## src/rtl/lcell_pkg.sv

```systemverilog
package lcell_pkg;
  parameter int LUT_K = 4;
  localparam int LUT_DEPTH = 1 << LUT_K;
  parameter int N_AUX = 4;
  localparam int AUX_W = $clog2(N_AUX);
  localparam int H_IN = 3;
  localparam int H_DEPTH = 1 << H_IN;
  localparam int N_LUT = 2;
  localparam int N_STOR = 2;

  localparam logic [1:0] SRC_F   = 2'd0;
  localparam logic [1:0] SRC_G   = 2'd1;
  localparam logic [1:0] SRC_H   = 2'd2;
  localparam logic [1:0] SRC_DIN = 2'd3;

  typedef struct packed {
    logic latch;
    logic kinv;
    logic sr_async;
    logic sr_val;
    logic ec_off;
  } stor_cfg_t;

  typedef struct packed {
    logic                 f_ram;
    logic                 g_ram;
    logic [H_DEPTH-1:0]   h_tab;
    logic [1:0]           x_sel;
    logic [1:0]           y_sel;
    logic [1:0]           xd_sel;
    logic [1:0]           yd_sel;
    logic [AUX_W-1:0]     h1_sel;
    logic [AUX_W-1:0]     din_sel;
    logic [AUX_W-1:0]     sr_sel;
    logic [AUX_W-1:0]     ec_sel;
    stor_cfg_t            xs;
    stor_cfg_t            ys;
  } ctl_t;

  localparam int CTL_W = $bits(ctl_t);
endpackage

```

## src/rtl/lcell_cfg.sv

```systemverilog
module lcell_cfg
  import lcell_pkg::*;
(
  input  logic clk,
  input  logic rst,
  input  logic shift_en,
  input  logic shift_in,
  output ctl_t ctl_o
);
  logic [CTL_W-1:0] ctl_q;

  always_ff @(posedge clk) begin
    if (rst)           ctl_q <= '0;
    else if (shift_en) ctl_q <= {ctl_q[CTL_W-2:0], shift_in};
  end

  assign ctl_o = ctl_q;

  // control word moves only through the chain
  p_ctl_stable_r1: assert property (@(posedge clk) disable iff (rst)
    !shift_en |=> $stable(ctl_q));
endmodule

```

## src/rtl/lcell_lut.sv

```systemverilog
module lcell_lut
  import lcell_pkg::*;
(
  input  logic             clk,
  input  logic             rst,
  input  logic             shift_en,
  input  logic             shift_in,
  output logic             shift_out,
  input  logic             ram_mode,
  input  logic             wr_strobe,
  input  logic             wr_data,
  input  logic [LUT_K-1:0] addr,
  output logic             fn_o
);
  logic [LUT_DEPTH-1:0] mem;

  always_ff @(posedge clk) begin
    if (rst)                         mem <= '0;
    else if (shift_en)               mem <= {mem[LUT_DEPTH-2:0], shift_in};
    else if (ram_mode && wr_strobe)  mem[addr] <= wr_data;
  end

  assign fn_o      = mem[addr];
  assign shift_out = mem[LUT_DEPTH-1];

  // a table in logic mode keeps its contents outside configuration
  p_logic_table_fixed_r2: assert property (@(posedge clk) disable iff (rst)
    (!shift_en && !ram_mode) |=> $stable(mem));

  // RAM mode writes only on a strobe
  p_ram_no_strobe_r5: assert property (@(posedge clk) disable iff (rst)
    (!shift_en && !wr_strobe) |=> $stable(mem));
endmodule

```

## src/rtl/lcell_store.sv

```systemverilog
module lcell_store
  import lcell_pkg::*;
(
  input  logic      clk,
  input  logic      rst,
  input  logic      hold,
  input  logic      kin,
  input  logic      kq,
  input  logic      d,
  input  logic      sr,
  input  logic      ec,
  input  stor_cfg_t cfg,
  output logic      q
);
  logic lvl_now, lvl_prev, edge_hit, evt, en_ok;

  assign lvl_now  = kin ^ cfg.kinv;
  assign lvl_prev = kq ^ cfg.kinv;
  assign edge_hit = lvl_now & ~lvl_prev;
  assign evt      = cfg.latch ? lvl_now : edge_hit;
  assign en_ok    = ec | cfg.ec_off;

  always_ff @(posedge clk) begin
    if (rst) begin
      q <= 1'b0;
    end else if (!hold) begin
      if (sr && (cfg.sr_async || evt)) q <= cfg.sr_val;
      else if (evt && en_ok)           q <= d;
    end
  end

  p_hold_keeps_r10: assert property (@(posedge clk) disable iff (rst)
    hold |=> $stable(q));

  p_async_sr_r8: assert property (@(posedge clk) disable iff (rst)
    (!hold && sr && cfg.sr_async) |=> (q == $past(cfg.sr_val)));

  p_ec_hold_r9: assert property (@(posedge clk) disable iff (rst)
    (!hold && !sr && !ec && !cfg.ec_off) |=> $stable(q));

  p_no_edge_hold_r6: assert property (@(posedge clk) disable iff (rst)
    (!hold && !sr && !cfg.latch && !edge_hit) |=> $stable(q));
endmodule

```

## src/rtl/lcell_top.sv

```systemverilog
module lcell_top
  import lcell_pkg::*;
(
  input  logic             clk,
  input  logic             rst,
  input  logic             cfg_en,
  input  logic             cfg_di,
  input  logic [LUT_K-1:0] f_in,
  input  logic [LUT_K-1:0] g_in,
  input  logic [N_AUX-1:0] c_in,
  input  logic             ram_we,
  input  logic             cell_clk,
  output logic             x_o,
  output logic             y_o,
  output logic             xq_o,
  output logic             yq_o
);
  ctl_t ctl;
  logic kq;
  logic wr_strobe;
  logic h1, din, sr, ec, h_out;

  logic [N_LUT-1:0]  lut_si, lut_so, lut_ram, lut_out;
  logic [LUT_K-1:0]  lut_addr [N_LUT];
  stor_cfg_t         st_cfg   [N_STOR];
  logic [1:0]        st_sel   [N_STOR];
  logic [N_STOR-1:0] st_d, st_q;

  function automatic logic pick(input logic [1:0] s, input logic f,
                                input logic g, input logic h, input logic dv);
    case (s)
      SRC_F:   return f;
      SRC_G:   return g;
      SRC_H:   return h;
      default: return dv;
    endcase
  endfunction

  always_ff @(posedge clk) begin
    if (rst) kq <= 1'b0;
    else     kq <= cell_clk;
  end

  assign wr_strobe = ram_we & cell_clk & ~kq;

  assign h1  = c_in[ctl.h1_sel];
  assign din = c_in[ctl.din_sel];
  assign sr  = c_in[ctl.sr_sel];
  assign ec  = c_in[ctl.ec_sel];

  assign lut_si[0]   = cfg_di;
  assign lut_si[1]   = lut_so[0];
  assign lut_ram[0]  = ctl.f_ram;
  assign lut_ram[1]  = ctl.g_ram;
  assign lut_addr[0] = f_in;
  assign lut_addr[1] = g_in;

  for (genvar i = 0; i < N_LUT; i++) begin : g_lut
    lcell_lut u_lut (
      .clk      (clk),
      .rst      (rst),
      .shift_en (cfg_en),
      .shift_in (lut_si[i]),
      .shift_out(lut_so[i]),
      .ram_mode (lut_ram[i]),
      .wr_strobe(wr_strobe),
      .wr_data  (din),
      .addr     (lut_addr[i]),
      .fn_o     (lut_out[i])
    );
  end

  lcell_cfg u_cfg (
    .clk     (clk),
    .rst     (rst),
    .shift_en(cfg_en),
    .shift_in(lut_so[N_LUT-1]),
    .ctl_o   (ctl)
  );

  assign h_out = ctl.h_tab[{h1, lut_out[1], lut_out[0]}];

  assign x_o = pick(ctl.x_sel, lut_out[0], lut_out[1], h_out, din);
  assign y_o = pick(ctl.y_sel, lut_out[0], lut_out[1], h_out, din);

  assign st_cfg[0] = ctl.xs;
  assign st_cfg[1] = ctl.ys;
  assign st_sel[0] = ctl.xd_sel;
  assign st_sel[1] = ctl.yd_sel;

  for (genvar j = 0; j < N_STOR; j++) begin : g_store
    assign st_d[j] = pick(st_sel[j], lut_out[0], lut_out[1], h_out, din);
    lcell_store u_store (
      .clk (clk),
      .rst (rst),
      .hold(cfg_en),
      .kin (cell_clk),
      .kq  (kq),
      .d   (st_d[j]),
      .sr  (sr),
      .ec  (ec),
      .cfg (st_cfg[j]),
      .q   (st_q[j])
    );
  end

  assign xq_o = st_q[0];
  assign yq_o = st_q[1];

  p_cfg_freeze_r10: assert property (@(posedge clk) disable iff (rst)
    cfg_en |=> ($stable(xq_o) && $stable(yq_o)));
endmodule

```

## config.mk

```make
export PLATFORM = sky130hd
export DESIGN_NAME = lcell_top
export DESIGN_NICKNAME = d
export VERILOG_FILES = /design/src/rtl/lcell_pkg.sv /design/src/rtl/lcell_cfg.sv /design/src/rtl/lcell_lut.sv /design/src/rtl/lcell_store.sv /design/src/rtl/lcell_top.sv
export SDC_FILE = /design/constraint.sdc
export NUM_CORES = 1
export LEC_CHECK = 0
export CORE_ASPECT_RATIO = 0.75
export CORE_MARGIN = 2
export CORE_UTILIZATION = 44
export DETAILED_ROUTE_END_ITERATION = 10
export MAX_ROUTING_LAYER = met4
export PLACE_DENSITY_LB_ADDON = 0.08
export SYNTH_ARGS = -nofsm -noshare
export SYNTH_HDL_FRONTEND = slang
export SYNTH_SLANG_ARGS = --single-unit
```

## constraint.sdc

```tcl
create_clock -name clk -period 2.7 [get_ports clk]
set_clock_uncertainty 0.05 [all_clocks]
set_input_delay 0.27 -clock clk [delete_from_list [all_inputs] [get_ports clk]]
set_output_delay 0.27 -clock clk [all_outputs]
set_load 0.05 [all_outputs]
```

Yosys cells after proc, flatten, opt, wreduce, memory -nomap -nowiden
Cells that the tools add are included.
W data, S select, Z words.

storage, ports and cells
  register bits = 71
  bits of input ports = 18
  output and inout bits = 4
  word-level logic and storage cells = 91

cells by class
  equality and inequality tests = 8
  muxes and demuxes = 34
  bitwise gates (word level) = 14
  reductions and logical operators = 20
  magnitude comparators = 9

operators by type and width
  cell                  number
  $mux W16              4
  $bwmux W16            2
  $mux W1               15
  $lt A2 B3 Y1 const B  4
  $pmux W1 S3           4
  $lt A4 B5 Y1 const B  2
  $bmux W1 S2           4
  $bmux W1 S4           2
  $demux W1 S4          2
  $eq A2 B1 Y1 const B  4
  $eq A2 B2 Y1 const B  4
  $ge A4 B1 Y1 const B  2
  $logic_and A1 B1 Y1   8
  $logic_not A2 Y1      4
  $reduce_bool A2 Y1    4
  $and A1 B1 Y1         4
  $lt A3 B4 Y1 const B  1
  $not A1 Y1            4
  $reduce_and A2 Y1     2
  $xor A1 B1 Y1         4
  $bmux W1 S3           1
  $logic_or A1 B1 Y1    2
  $or A1 B1 Y1          2

Depth between registers and ports, before layout
Gate-level depths: netlist of run 1.

  depth in word-level cells = 8
  depth in mapped cells = 9
  depth with buffers taken out = 6

By module
Synthesis of run 1 repeated with hierarchy kept, for this count alone.

second synthesis, totals
  cell total of the unflattened synthesis = 413
  area total of the unflattened synthesis = 4334.2 um^2

by module, submodules not included
  module       seq. area each (um^2)  instances  cells each  area each (um^2)
  lcell_lut    320.3                  2          124         1261.2
  lcell_cfg    720.7                  1          116         1306.3
  lcell_top    20.0                   1          15          285.3
  lcell_store  20.0                   2          17          110.1

Worst setup path before layout of run 1
No wires, ideal clock.

  path type = input port to output port
  from = input port f_in[0]
  to = output port x_o
  path slack = -0.279 ns
  data arrival time = 2.659 ns
  data required time = 2.380 ns
  stages = 9
  path buffers = 3
  cells stage by stage = buf_6 -> buf_12 -> mux2i_1 -> mux4_2 -> buf_6 -> o2bb2ai_1 -> a2111oi_0 -> nor4_1 -> mux4_1

between the ends
  word-level cells in the longest chain between the ends = 5

ends and longest elaborated chain
  item                               line             RTL
  from (decl)                        lcell_top.sv:8   input logic [LUT_K-1:0] f_in,
  $bmux W1 S4 (*)                    lcell_lut.sv:23  assign fn_o = mem[addr];
  $mux W1 (implied by the code) (*)  lcell_lut.sv:23
  $bmux W1 S3                        lcell_top.sv:81  assign h_out = ctl.h_tab[{h1, lut_out[1], lut_out[0]}];
  $mux W1 (implied by the code)      lcell_top.sv:81
  $pmux W1 S3 (*)                    lcell_top.sv:31  case (s)
  to (decl)                          lcell_top.sv:13  output logic x_o,

Every way passes the cells marked *; elsewhere a longest branch is shown, timed or not. The select of a mux whose other input is x is not followed.

Final worst setup path of run 1
  from = register g_lut[0].u_lut.mem[6]
  to = output port y_o

between the ends
  word-level cells in the longest chain between the ends = 5

ends and longest elaborated chain
  item                               line             RTL
  from (decl)                        lcell_lut.sv:15  logic [LUT_DEPTH-1:0] mem;
  from (signal assigned)             lcell_lut.sv:19  else if (shift_en) mem <= {mem[LUT_DEPTH-2:0], shift_in};
  from (signal, indexed assignment)  lcell_lut.sv:20  else if (ram_mode && wr_strobe) mem[addr] <= wr_data;
  $bmux W1 S4 (*)                    lcell_lut.sv:23
  $mux W1 (implied by the code) (*)  lcell_lut.sv:23
  $bmux W1 S3                        lcell_top.sv:81
  $mux W1 (implied by the code)      lcell_top.sv:81
  $pmux W1 S3 (*)                    lcell_top.sv:31
  to (decl)                          lcell_top.sv:14  output logic y_o,

Marks and branches as above.

==> results of run 1 <==
[flip-flops by register name, summed over array words and instances, names as in the netlist]
| register | cells |
|---|---|
| u_cfg.ctl_o | 36 |
| g_store.u_store.q | 2 |
| g_lut.u_lut.mem | 32 |
| kq | 1 |
[where the power goes]
part	internal, W	switching [W]	total, W
clock	0.000767	0.000460	0.00123
combinational	0.000261	0.000284	0.000545
sequential	0.00109	0.0000307	0.00112
total	0.00212	0.000775	0.00289
[repair_timing]
action                                  4_1_cts  5_1_grt
setup buffers                                 4        2
resized for setup                            29        5
endpoints found under the setup margin        4        4
pin swaps                                     5        5
[per-layer routing]
layer | vias up | wire (um)
li1 | 1759 | -
met1 | 1773 | 5430
met5 | - | 0
met2 | 145 | 4730
met4 | 0 | 149
met3 | 14 | 753
[stage by stage]
stage | area [um^2] | power [W]
after detailed placement | 4550 | 0.00163
after floorplan | 4000 | 0.00145
after global routing | 5050 | 0.00301
after global placement | 4550 | 0.00162
after CTS | 5000 | 0.00289
final | 5050 | 0.00289
[tightest hold or removal path, cell delays in order]
cell and delay, ns:
sky130_fd_sc_hd__buf_4 0.26, sky130_fd_sc_hd__mux2i_1 0.17, sky130_fd_sc_hd__nor2_1 0.07
[layout by cell type (no fill, tap or decap), types with 2 or more instances in the layout]
cell                              Yosys  layout
sky130_fd_sc_hd__a2111o_1             2       2
sky130_fd_sc_hd__a2111oi_0            3       2
sky130_fd_sc_hd__a2111oi_4            0       2
sky130_fd_sc_hd__a211oi_1            32      32
sky130_fd_sc_hd__a21oi_1              3       3
sky130_fd_sc_hd__a22oi_2              0       4
sky130_fd_sc_hd__a311oi_1            34      34
sky130_fd_sc_hd__and2_1               4       4
sky130_fd_sc_hd__and4b_1              2       2
sky130_fd_sc_hd__buf_12               1       2
sky130_fd_sc_hd__buf_4                0      53
sky130_fd_sc_hd__buf_6                2       4
sky130_fd_sc_hd__clkbuf_16            0       9
sky130_fd_sc_hd__clkbuf_8             0       2
sky130_fd_sc_hd__clkdlybuf4s50_1      0      12
sky130_fd_sc_hd__clkinvlp_4           0       2
sky130_fd_sc_hd__dfxtp_1             71      68
sky130_fd_sc_hd__dfxtp_2              0       3
sky130_fd_sc_hd__dlygate4sd2_1        0       3
sky130_fd_sc_hd__inv_1                9       9
sky130_fd_sc_hd__mux2_2               5       5
sky130_fd_sc_hd__mux2i_1             48      48
sky130_fd_sc_hd__mux4_2               7      11
sky130_fd_sc_hd__nand2_1             25      24
sky130_fd_sc_hd__nand2b_1             6       6
sky130_fd_sc_hd__nand3_1              2       2
sky130_fd_sc_hd__nor2_1              44      44
sky130_fd_sc_hd__nor2b_1             12      12
sky130_fd_sc_hd__nor3_1               3       3
sky130_fd_sc_hd__nor3b_2              0       2
sky130_fd_sc_hd__nor4bb_4             0       2
sky130_fd_sc_hd__o21ai_0              4       4
sky130_fd_sc_hd__o221a_2              2       2
sky130_fd_sc_hd__o22ai_1             35      34
sky130_fd_sc_hd__o31ai_1              2       2
sky130_fd_sc_hd__o32a_1               2       2
sky130_fd_sc_hd__o41ai_1              2       2
sky130_fd_sc_hd__or2_2                4       4
[Yosys cell counts, drive strengths merged]
cell type / n
a22o: 1
and4b: 2
nand2: 25
buf: 8
nor2b: 12
a311oi: 34
inv: 9
o21ai: 5
and2b: 1
nor4: 1
o221a: 2
o2bb2ai: 1
mux2i: 48
o221ai: 1
mux4: 11
nand2b: 6
mux2: 5
nand3: 2
o22ai: 36
o31ai: 2
dfxtp: 71
a22oi: 4
a2111oi: 4
nor2: 44
and2: 4
nor4bb: 2
a21o: 1
o32a: 2
nor3: 3
o41ai: 2
a2111o: 2
or2: 4
a211oi: 33
or4: 1
a21oi: 3
clkbuf: 30
nor3b: 2
[layout make-up]
type / instances / share of cell area (%)
inverter: 9 / 0.669
clock inverter: 4 / 1.07
tap: 108 / 2.68
sequential: 71 / 28.2
clock buffer: 12 / 5.08
timing repair buffer: 77 / 13.0
multi-input combinational: 306 / 49.2
[path summary, 6_finish.rpt]
| path | start | to | cells past startpoint |
|---|---|---|---|
| worst min register to register | u_cfg.ctl_o[35] | u_cfg.ctl_o[35] | 2 |
| worst min-delay path | cfg_en | u_cfg.ctl_o[2] | 3 |
| worst max register to register | g_lut[0].u_lut.mem[6] | g_store[0].u_store.q | 7 |
| worst max-delay path | g_lut[0].u_lut.mem[6] | y_o | 8 |
[kinds of logic (layout without fill, tap and decap cells)]
family / after synthesis / after routing / share of synthesized area [%]
mux: 64 / 64 / 20.1
flops: 71 / 71 / 35.8
simple gates: 109 / 109 / 13.2
compound gates: 133 / 133 / 25.7
buf+inv: 47 / 102 / 5.23
==> flow_summary.html, run 1 <==
<table>
<tr><th>Metric</th><th>Value</th></tr>
<tr><th colspan="2">Outcome</th></tr>
<tr><td>Outcome</td><td>complete, but fails checks</td></tr>
<tr><td>Failing checks</td><td>negative setup slack</td></tr>
<tr><th colspan="2">Pwr</th></tr>
<tr><td>Lkg Pwr</td><td>1.87 nW</td></tr>
<tr><td>Peak ir drop on the vdd network</td><td>0.428 mV</td></tr>
<tr><td>Power per unit of standard cell area</td><td>573 mW/mm^2</td></tr>
<tr><th colspan="2">Place</th></tr>
<tr><td>Number of port buffers</td><td>21</td></tr>
<tr><td>Cells after DPL</td><td>565</td></tr>
<tr><td>Pre-CTS worst setup slack</td><td>-0.670 ns</td></tr>
<tr><td>DP HPWL</td><td>7070 um</td></tr>
<tr><td>Placer Congestion</td><td>0.879</td></tr>
<tr><th colspan="2">Global route</th></tr>
<tr><td>Busiest layer in global routing</td><td>met1</td></tr>
<tr><td>Via count of the first global-routing pass</td><td>3455</td></tr>
<tr><td>Global routing met2 resource utilization</td><td>33.2%</td></tr>
<tr><td>Number of antenna violations at the first check in global routing</td><td>0</td></tr>
<tr><td>Overall routing resource usage</td><td>23.8%</td></tr>
<tr><td>Largest net degree at the start of global routing</td><td>47</td></tr>
<tr><td>Global-route track usage on met3</td><td>6.64%</td></tr>
<tr><td>Routing usage on met1</td><td>33.3%</td></tr>
<tr><td>Wire length of the first global-routing pass</td><td>17900 um</td></tr>
<tr><td>Overflow after GRT</td><td>0</td></tr>
<tr><th colspan="2">Worst setup path</th></tr>
<tr><td>Worst Path Max Fanout</td><td>3</td></tr>
<tr><td>Critical path's most frequent cell</td><td>sky130_fd_sc_hd__mux4_2</td></tr>
<tr><td>Cell-by-cell trace of the critical path</td><td>mux2i_1 &gt; mux4_2 &gt; buf_6 &gt; o2bb2ai_4 &gt; a2111oi_4 &gt; nor4_2 &gt; mux4_2 &gt; buf_12</td></tr>
<tr><td>Total buffers and inverters traversed by the critical path</td><td>2</td></tr>
<tr><td>Startpoint type of the worst setup path</td><td>register</td></tr>
<tr><td>Max stage delay on crit path</td><td>0.54 ns</td></tr>
<tr><td>Critical Path End Type</td><td>output port</td></tr>
<tr><td>Critical Path AT</td><td>2.66 ns</td></tr>
<tr><td>Critical path required time</td><td>2.38 ns</td></tr>
<tr><td>Crit Path Class</td><td>reg2out</td></tr>
<tr><td>Slowest cell on crit path</td><td>sky130_fd_sc_hd__mux4_2</td></tr>
<tr><td>Setup slack of the worst register-to-register path</td><td>0.10 ns</td></tr>
<tr><td>Family of cells with the greatest summed delay on the critical path</td><td>multiplexers</td></tr>
<tr><th colspan="2">Detailed routing</th></tr>
<tr><td>Vias</td><td>3691</td></tr>
<tr><td>Vias per cell</td><td>6.29</td></tr>
<tr><td>Wirelength per Cell</td><td>18.8 um</td></tr>
<tr><td>Number of nets with antenna violations after routing</td><td>0</td></tr>
<tr><td>Total iterations of the first detailed-routing run</td><td>5</td></tr>
<tr><td>Iter 0 DRT Violations</td><td>277</td></tr>
<tr><td>Total Routed Length</td><td>11100 um</td></tr>
<tr><td>Number of remaining DRC errors</td><td>0</td></tr>
<tr><th colspan="2">Final layout</th></tr>
<tr><td>Share of cells above drive strength 1</td><td>24.6%</td></tr>
<tr><td>Fill cell count</td><td>753</td></tr>
<tr><td>Post-Route Utilization</td><td>58.7%</td></tr>
<tr><td>Nets</td><td>492</td></tr>
<tr><td>Register area</td><td>0.00143 mm^2</td></tr>
<tr><td>Area used by multi-input combinational logic</td><td>0.00248 mm^2</td></tr>
<tr><td>Non-filler cells in the finished layout</td><td>587</td></tr>
<tr><td>Synth-to-Final Area Change</td><td>27.0%</td></tr>
<tr><td>Antenna diodes</td><td>0</td></tr>
<tr><th colspan="2">Logic synthesis</th></tr>
<tr><td>Cell type with the highest aggregate area in the netlist</td><td>sky130_fd_sc_hd__dfxtp_1</td></tr>
<tr><td>Synth area leaders</td><td>sky130_fd_sc_hd__dfxtp_1, sky130_fd_sc_hd__mux2i_1, sky130_fd_sc_hd__a311oi_1</td></tr>
<tr><td>Synth unique cells</td><td>44</td></tr>
<tr><td>Number of warnings printed during yosys synthesis</td><td>0</td></tr>
<tr><td>Synthesized area</td><td>0.00397 mm^2</td></tr>
<tr><td>Sequential area share after synthesis</td><td>35.8%</td></tr>
<tr><td>Synthesized area per cell</td><td>9.37 um^2</td></tr>
<tr><td>Total of flip-flops plus latches after synthesis</td><td>71</td></tr>
<tr><td>Post-synth net total</td><td>442</td></tr>
<tr><td>Instance count of the mapped netlist</td><td>424</td></tr>
<tr><td>Proportion of netlist area held by the largest area contributor</td><td>35.8%</td></tr>
<tr><th colspan="2">Timing</th></tr>
<tr><td>Final critical-path share of the clock period</td><td>111%</td></tr>
<tr><td>Time the final worst path needs with I/O delays and setup</td><td>2.98 ns</td></tr>
<tr><td>Fin Hold WS</td><td>0.434 ns</td></tr>
<tr><td>Highest attainable clock frequency</td><td>0.335 GHz</td></tr>
<tr><td>Fin. Hold Viols</td><td>0</td></tr>
<tr><td>Setup WS post-layout</td><td>-0.285 ns</td></tr>
<tr><td>Final Setup Violations</td><td>2</td></tr>
<tr><td>Least-Margin Pin Slew</td><td>0.845 ns</td></tr>
<tr><td>Pins over their slew limit</td><td>0</td></tr>
<tr><td>Headroom to the max-slew limit</td><td>43.6%</td></tr>
<tr><td>Setup repair after global routing missed its margin</td><td>yes</td></tr>
<tr><td>Setup Total Neg Slack</td><td>-0.561 ns</td></tr>
<tr><th colspan="2">CTS</th></tr>
<tr><td>Clk buf depth</td><td>2</td></tr>
<tr><td>Clock buffers created by TritonCTS</td><td>9</td></tr>
<tr><td>Post-CTS Hold Fix Bufs</td><td>0</td></tr>
<tr><td>Clock root buffer</td><td>sky130_fd_sc_hd__clkbuf_16</td></tr>
<tr><td>Max H-tree Level</td><td>3</td></tr>
<tr><td>Clk slew on worst S/H paths</td><td>0.06 ns</td></tr>
<tr><td>Clock tree from TritonCTS</td><td>yes</td></tr>
<tr><td>Sink count of the clock tree</td><td>71</td></tr>
<tr><td>Source-to-sink clock delay at the later pin of the worst-skew pair</td><td>0.34 ns</td></tr>
<tr><th colspan="2">Floorplan</th></tr>
<tr><td>Die ar.</td><td>0.00981 mm^2</td></tr>
<tr><td>I/O pin cnt</td><td>22</td></tr>
<tr><td>Vert. Die Dim</td><td>86.3 um</td></tr>
<tr><td>Placement row count</td><td>29</td></tr>
<tr><td>Die extent in x</td><td>114 um</td></tr>
<tr><td>Core box area</td><td>0.00860 mm^2</td></tr>
<tr><td>Starting density of the core</td><td>46.2%</td></tr>
<tr><th colspan="2">Run</th></tr>
<tr><td>Number of max-cap violations</td><td>0</td></tr>
<tr><th colspan="2">Min path</th></tr>
<tr><td>Min-delay worst type</td><td>in2reg</td></tr>
</table>
No activity file was read; power rests on OpenSTA's default activity.
==> run 2: changes to the inputs <==
Settings changed: SETUP_SLACK_MARGIN set to 0.02.
==> flow_summary.html, run 2 (synthesis results as in run 1) <==
<table>
<tr><th>Metric</th><th>Value</th></tr>
<tr><th colspan="2">Outcome</th></tr>
<tr><td>Outcome</td><td>complete, but fails checks (unchanged)</td></tr>
<tr><td>Failing checks</td><td>negative setup slack (unchanged)</td></tr>
<tr><th colspan="2">Timing</th></tr>
<tr><td>Setup WS post-layout</td><td>-0.284 ns (was -0.285 ns)</td></tr>
<tr><td>Setup repair after global routing missed its margin</td><td>yes (unchanged)</td></tr>
<tr><td>Pins over their slew limit</td><td>0 (unchanged)</td></tr>
<tr><td>Highest attainable clock frequency</td><td>0.335 GHz (about the same)</td></tr>
<tr><td>Headroom to the max-slew limit</td><td>44.8% (was 43.6%)</td></tr>
<tr><td>Setup Total Neg Slack</td><td>-0.561 ns (about the same)</td></tr>
<tr><td>Final Setup Violations</td><td>2 (unchanged)</td></tr>
<tr><td>Final critical-path share of the clock period</td><td>111% (about the same)</td></tr>
<tr><td>Time the final worst path needs with I/O delays and setup</td><td>2.98 ns (about the same)</td></tr>
<tr><td>Least-Margin Pin Slew</td><td>0.827 ns (was 0.845 ns)</td></tr>
<tr><td>Fin. Hold Viols</td><td>0 (unchanged)</td></tr>
<tr><th colspan="2">CTS</th></tr>
<tr><td>Clk slew on worst S/H paths</td><td>0.06 ns (about the same)</td></tr>
<tr><td>Clock buffers created by TritonCTS</td><td>9 (unchanged)</td></tr>
<tr><td>Source-to-sink clock delay at the later pin of the worst-skew pair</td><td>0.34 ns (about the same)</td></tr>
<tr><td>Sink count of the clock tree</td><td>71 (unchanged)</td></tr>
<tr><td>Clock tree from TritonCTS</td><td>yes (unchanged)</td></tr>
<tr><td>Post-CTS Hold Fix Bufs</td><td>0 (unchanged)</td></tr>
<tr><td>Max H-tree Level</td><td>3 (unchanged)</td></tr>
<tr><td>Clk buf depth</td><td>2 (unchanged)</td></tr>
<tr><td>Clock root buffer</td><td>sky130_fd_sc_hd__clkbuf_16 (unchanged)</td></tr>
<tr><th colspan="2">Final layout</th></tr>
<tr><td>Max FFs per register</td><td>36 (unchanged)</td></tr>
<tr><td>Antenna diodes</td><td>0 (unchanged)</td></tr>
<tr><td>Commonest non-fill, non-tap cells in the layout</td><td>sky130_fd_sc_hd__dfxtp_1, sky130_fd_sc_hd__buf_4, sky130_fd_sc_hd__mux2i_1 (unchanged)</td></tr>
<tr><td>Commonest non-fill, non-tap cell in the layout</td><td>sky130_fd_sc_hd__dfxtp_1 (unchanged)</td></tr>
<tr><td>Synth-to-Final Area Change</td><td>27.2% (was 27.0%)</td></tr>
<tr><td>Nets</td><td>492 (unchanged)</td></tr>
<tr><td>Share of cells above drive strength 1</td><td>24.8% (was 24.6%)</td></tr>
<tr><td>Post-Route Utilization</td><td>58.8% (was 58.7%)</td></tr>
<tr><td>Non-filler cells in the finished layout</td><td>587 (unchanged)</td></tr>
<tr><th colspan="2">Floorplan</th></tr>
<tr><td>I/O pin cnt</td><td>22 (unchanged)</td></tr>
<tr><td>Vert. Die Dim</td><td>86.3 um (unchanged)</td></tr>
<tr><td>Die extent in x</td><td>114 um (unchanged)</td></tr>
<tr><td>Die ar.</td><td>0.00981 mm^2 (unchanged)</td></tr>
<tr><td>Placement row count</td><td>29 (unchanged)</td></tr>
<tr><td>Starting density of the core</td><td>46.2% (unchanged)</td></tr>
<tr><td>Core box area</td><td>0.00860 mm^2 (unchanged)</td></tr>
<tr><th colspan="2">Global route</th></tr>
<tr><td>Wire length of the first global-routing pass</td><td>17900 um (unchanged)</td></tr>
<tr><td>Via count of the first global-routing pass</td><td>3455 (unchanged)</td></tr>
<tr><td>Number of antenna violations at the first check in global routing</td><td>0 (unchanged)</td></tr>
<tr><td>Largest net degree at the start of global routing</td><td>47 (unchanged)</td></tr>
<tr><td>Overall routing resource usage</td><td>23.8% (unchanged)</td></tr>
<tr><td>Overflow after GRT</td><td>0 (unchanged)</td></tr>
<tr><th colspan="2">Worst setup path</th></tr>
<tr><td>Critical path required time</td><td>2.38 ns (about the same)</td></tr>
<tr><td>Total buffers and inverters traversed by the critical path</td><td>2 (unchanged)</td></tr>
<tr><td>Crit Path Class</td><td>reg2out (unchanged)</td></tr>
<tr><td>Critical path's most frequent cell</td><td>sky130_fd_sc_hd__mux4_2 (unchanged)</td></tr>
<tr><td>Slowest cell on crit path</td><td>sky130_fd_sc_hd__mux4_2 (unchanged)</td></tr>
<tr><td>Max stage delay on crit path</td><td>0.54 ns (about the same)</td></tr>
<tr><td>Startpoint type of the worst setup path</td><td>register (unchanged)</td></tr>
<tr><td>Cell-by-cell trace of the critical path</td><td>mux2i_1 &gt; mux4_2 &gt; buf_6 &gt; o2bb2ai_4 &gt; a2111oi_4 &gt; nor4_2 &gt; mux4_2 &gt; buf_12 (unchanged)</td></tr>
<tr><td>Family of cells with the greatest summed delay on the critical path</td><td>multiplexers (unchanged)</td></tr>
<tr><td>Source of the critical timing path</td><td>g_lut[0].u_lut.mem[6] (unchanged)</td></tr>
<tr><td>Worst Path Max Fanout</td><td>3 (unchanged)</td></tr>
<tr><td>Launching point of the worst reg2reg path</td><td>g_lut[0].u_lut.mem[6] (unchanged)</td></tr>
<tr><td>Critical Path AT</td><td>2.66 ns (about the same)</td></tr>
<tr><td>Critical Path End Type</td><td>output port (unchanged)</td></tr>
<tr><th colspan="2">Place</th></tr>
<tr><td>Cells after DPL</td><td>565 (unchanged)</td></tr>
<tr><td>DP HPWL</td><td>7070 um (unchanged)</td></tr>
<tr><td>Number of port buffers</td><td>21 (unchanged)</td></tr>
<tr><td>Placer Congestion</td><td>0.879 (unchanged)</td></tr>
<tr><td>Pre-CTS worst setup slack</td><td>-0.670 ns (unchanged)</td></tr>
<tr><th colspan="2">Detailed routing</th></tr>
<tr><td>Number of nets with antenna violations after routing</td><td>0 (unchanged)</td></tr>
<tr><td>Iter 0 DRT Violations</td><td>256 (was 277)</td></tr>
<tr><td>Vias per cell</td><td>6.32 (was 6.29)</td></tr>
<tr><td>Vias</td><td>3707 (was 3691)</td></tr>
<tr><td>Number of remaining DRC errors</td><td>0 (unchanged)</td></tr>
<tr><td>Total iterations of the first detailed-routing run</td><td>5 (unchanged)</td></tr>
<tr><td>Wirelength per Cell</td><td>19.0 um (was 18.8 um)</td></tr>
<tr><td>Total Routed Length</td><td>11200 um (was 11100 um)</td></tr>
<tr><th colspan="2">Min path</th></tr>
<tr><td>Min-delay worst type</td><td>in2reg (unchanged)</td></tr>
<tr><td>Origin of the worst min-delay path</td><td>cfg_en (unchanged)</td></tr>
<tr><th colspan="2">Pwr</th></tr>
<tr><td>Peak ir drop on the vdd network</td><td>0.428 mV (about the same)</td></tr>
<tr><td>Power per unit of standard cell area</td><td>573 mW/mm^2 (about the same)</td></tr>
<tr><td>Lkg Pwr</td><td>1.87 nW (about the same)</td></tr>
<tr><th colspan="2">Run</th></tr>
<tr><td>Number of max-cap violations</td><td>0 (unchanged)</td></tr>
</table>
==> run 2: cell count changes in the layout (fill, tap and decap cells not counted) <==
cell / previous run / this run
sky130_fd_sc_hd__o41ai_1: 2 / 1
sky130_fd_sc_hd__o41ai_2: 0 / 1
==> run 2: layout make-up <==
| class | instances | area, um^2 |
|---|---|---|
| Fill cell | 753 | 3550 |
| Tap cell | 108 | 135 |
| Clock buffer | 12 | 256 |
| Inverter | 9 | 33.8 |
| Timing Repair Buffer | 77 | 657 |
| Sequential cell | 71 | 1430 |
| Multi-Input combinational cell | 306 | 2490 |
| Clock inverter | 4 | 53.8 |
==> run 2: what timing repair did <==
action / in CTS / in global routing
buffers inserted: 4 / 2
setup endpoints to repair: 4 / 4
pin swaps: 5 / 5
resized for setup: 29 / 6
==> run 2: per-stage QoR <==
stage	area (um^2)	power, W	hold slack [ns]
2_1_floorplan	4000	0.00145	0.348
3_3_place_gp	4550	0.00162	0.418
3_5_place_dp	4550	0.00163	0.433
4_1_cts	5000	0.00289	0.417
5_1_grt	5050	0.00301	0.449
6_report	5050	0.00289	0.433
==> run 2: layer usage <==
metal  vias up  routed length [um]  track usage [%]
li1       1757                   -                -
met1      1776                5390             33.3
met2       162                4800             33.2
met3        12                 825             6.64
met4         0                 142             7.65
met5         -                   0                -
==> run 2: path summary, 6_finish.rpt <==
kind	to	slack, ns	cells past startpoint
worst min-delay path	u_cfg.ctl_o[2]	0.43	3
worst min register to register	u_cfg.ctl_o[35]	0.45	2
worst max register to register	g_store[0].u_store.q	0.11	7
worst max-delay path	y_o	-0.28	8
==> run 2: power by group <==
group	switching, W	leakage [nW]	total, W	internal (W)
logic	0.000286	1.14	0.000547	0.000261
clock network	0.000459	0.145	0.00123	0.000767
registers	0.0000308	0.582	0.00112	0.00109
==> run 2: worst min-delay path: cells and delay by family <==
| family | cells | cell delay, ns |
|---|---|---|
| buffers and inverters | 1 | 0.26 |
| AND/OR/NAND/NOR | 1 | 0.07 |
| multiplexers | 1 | 0.17 |
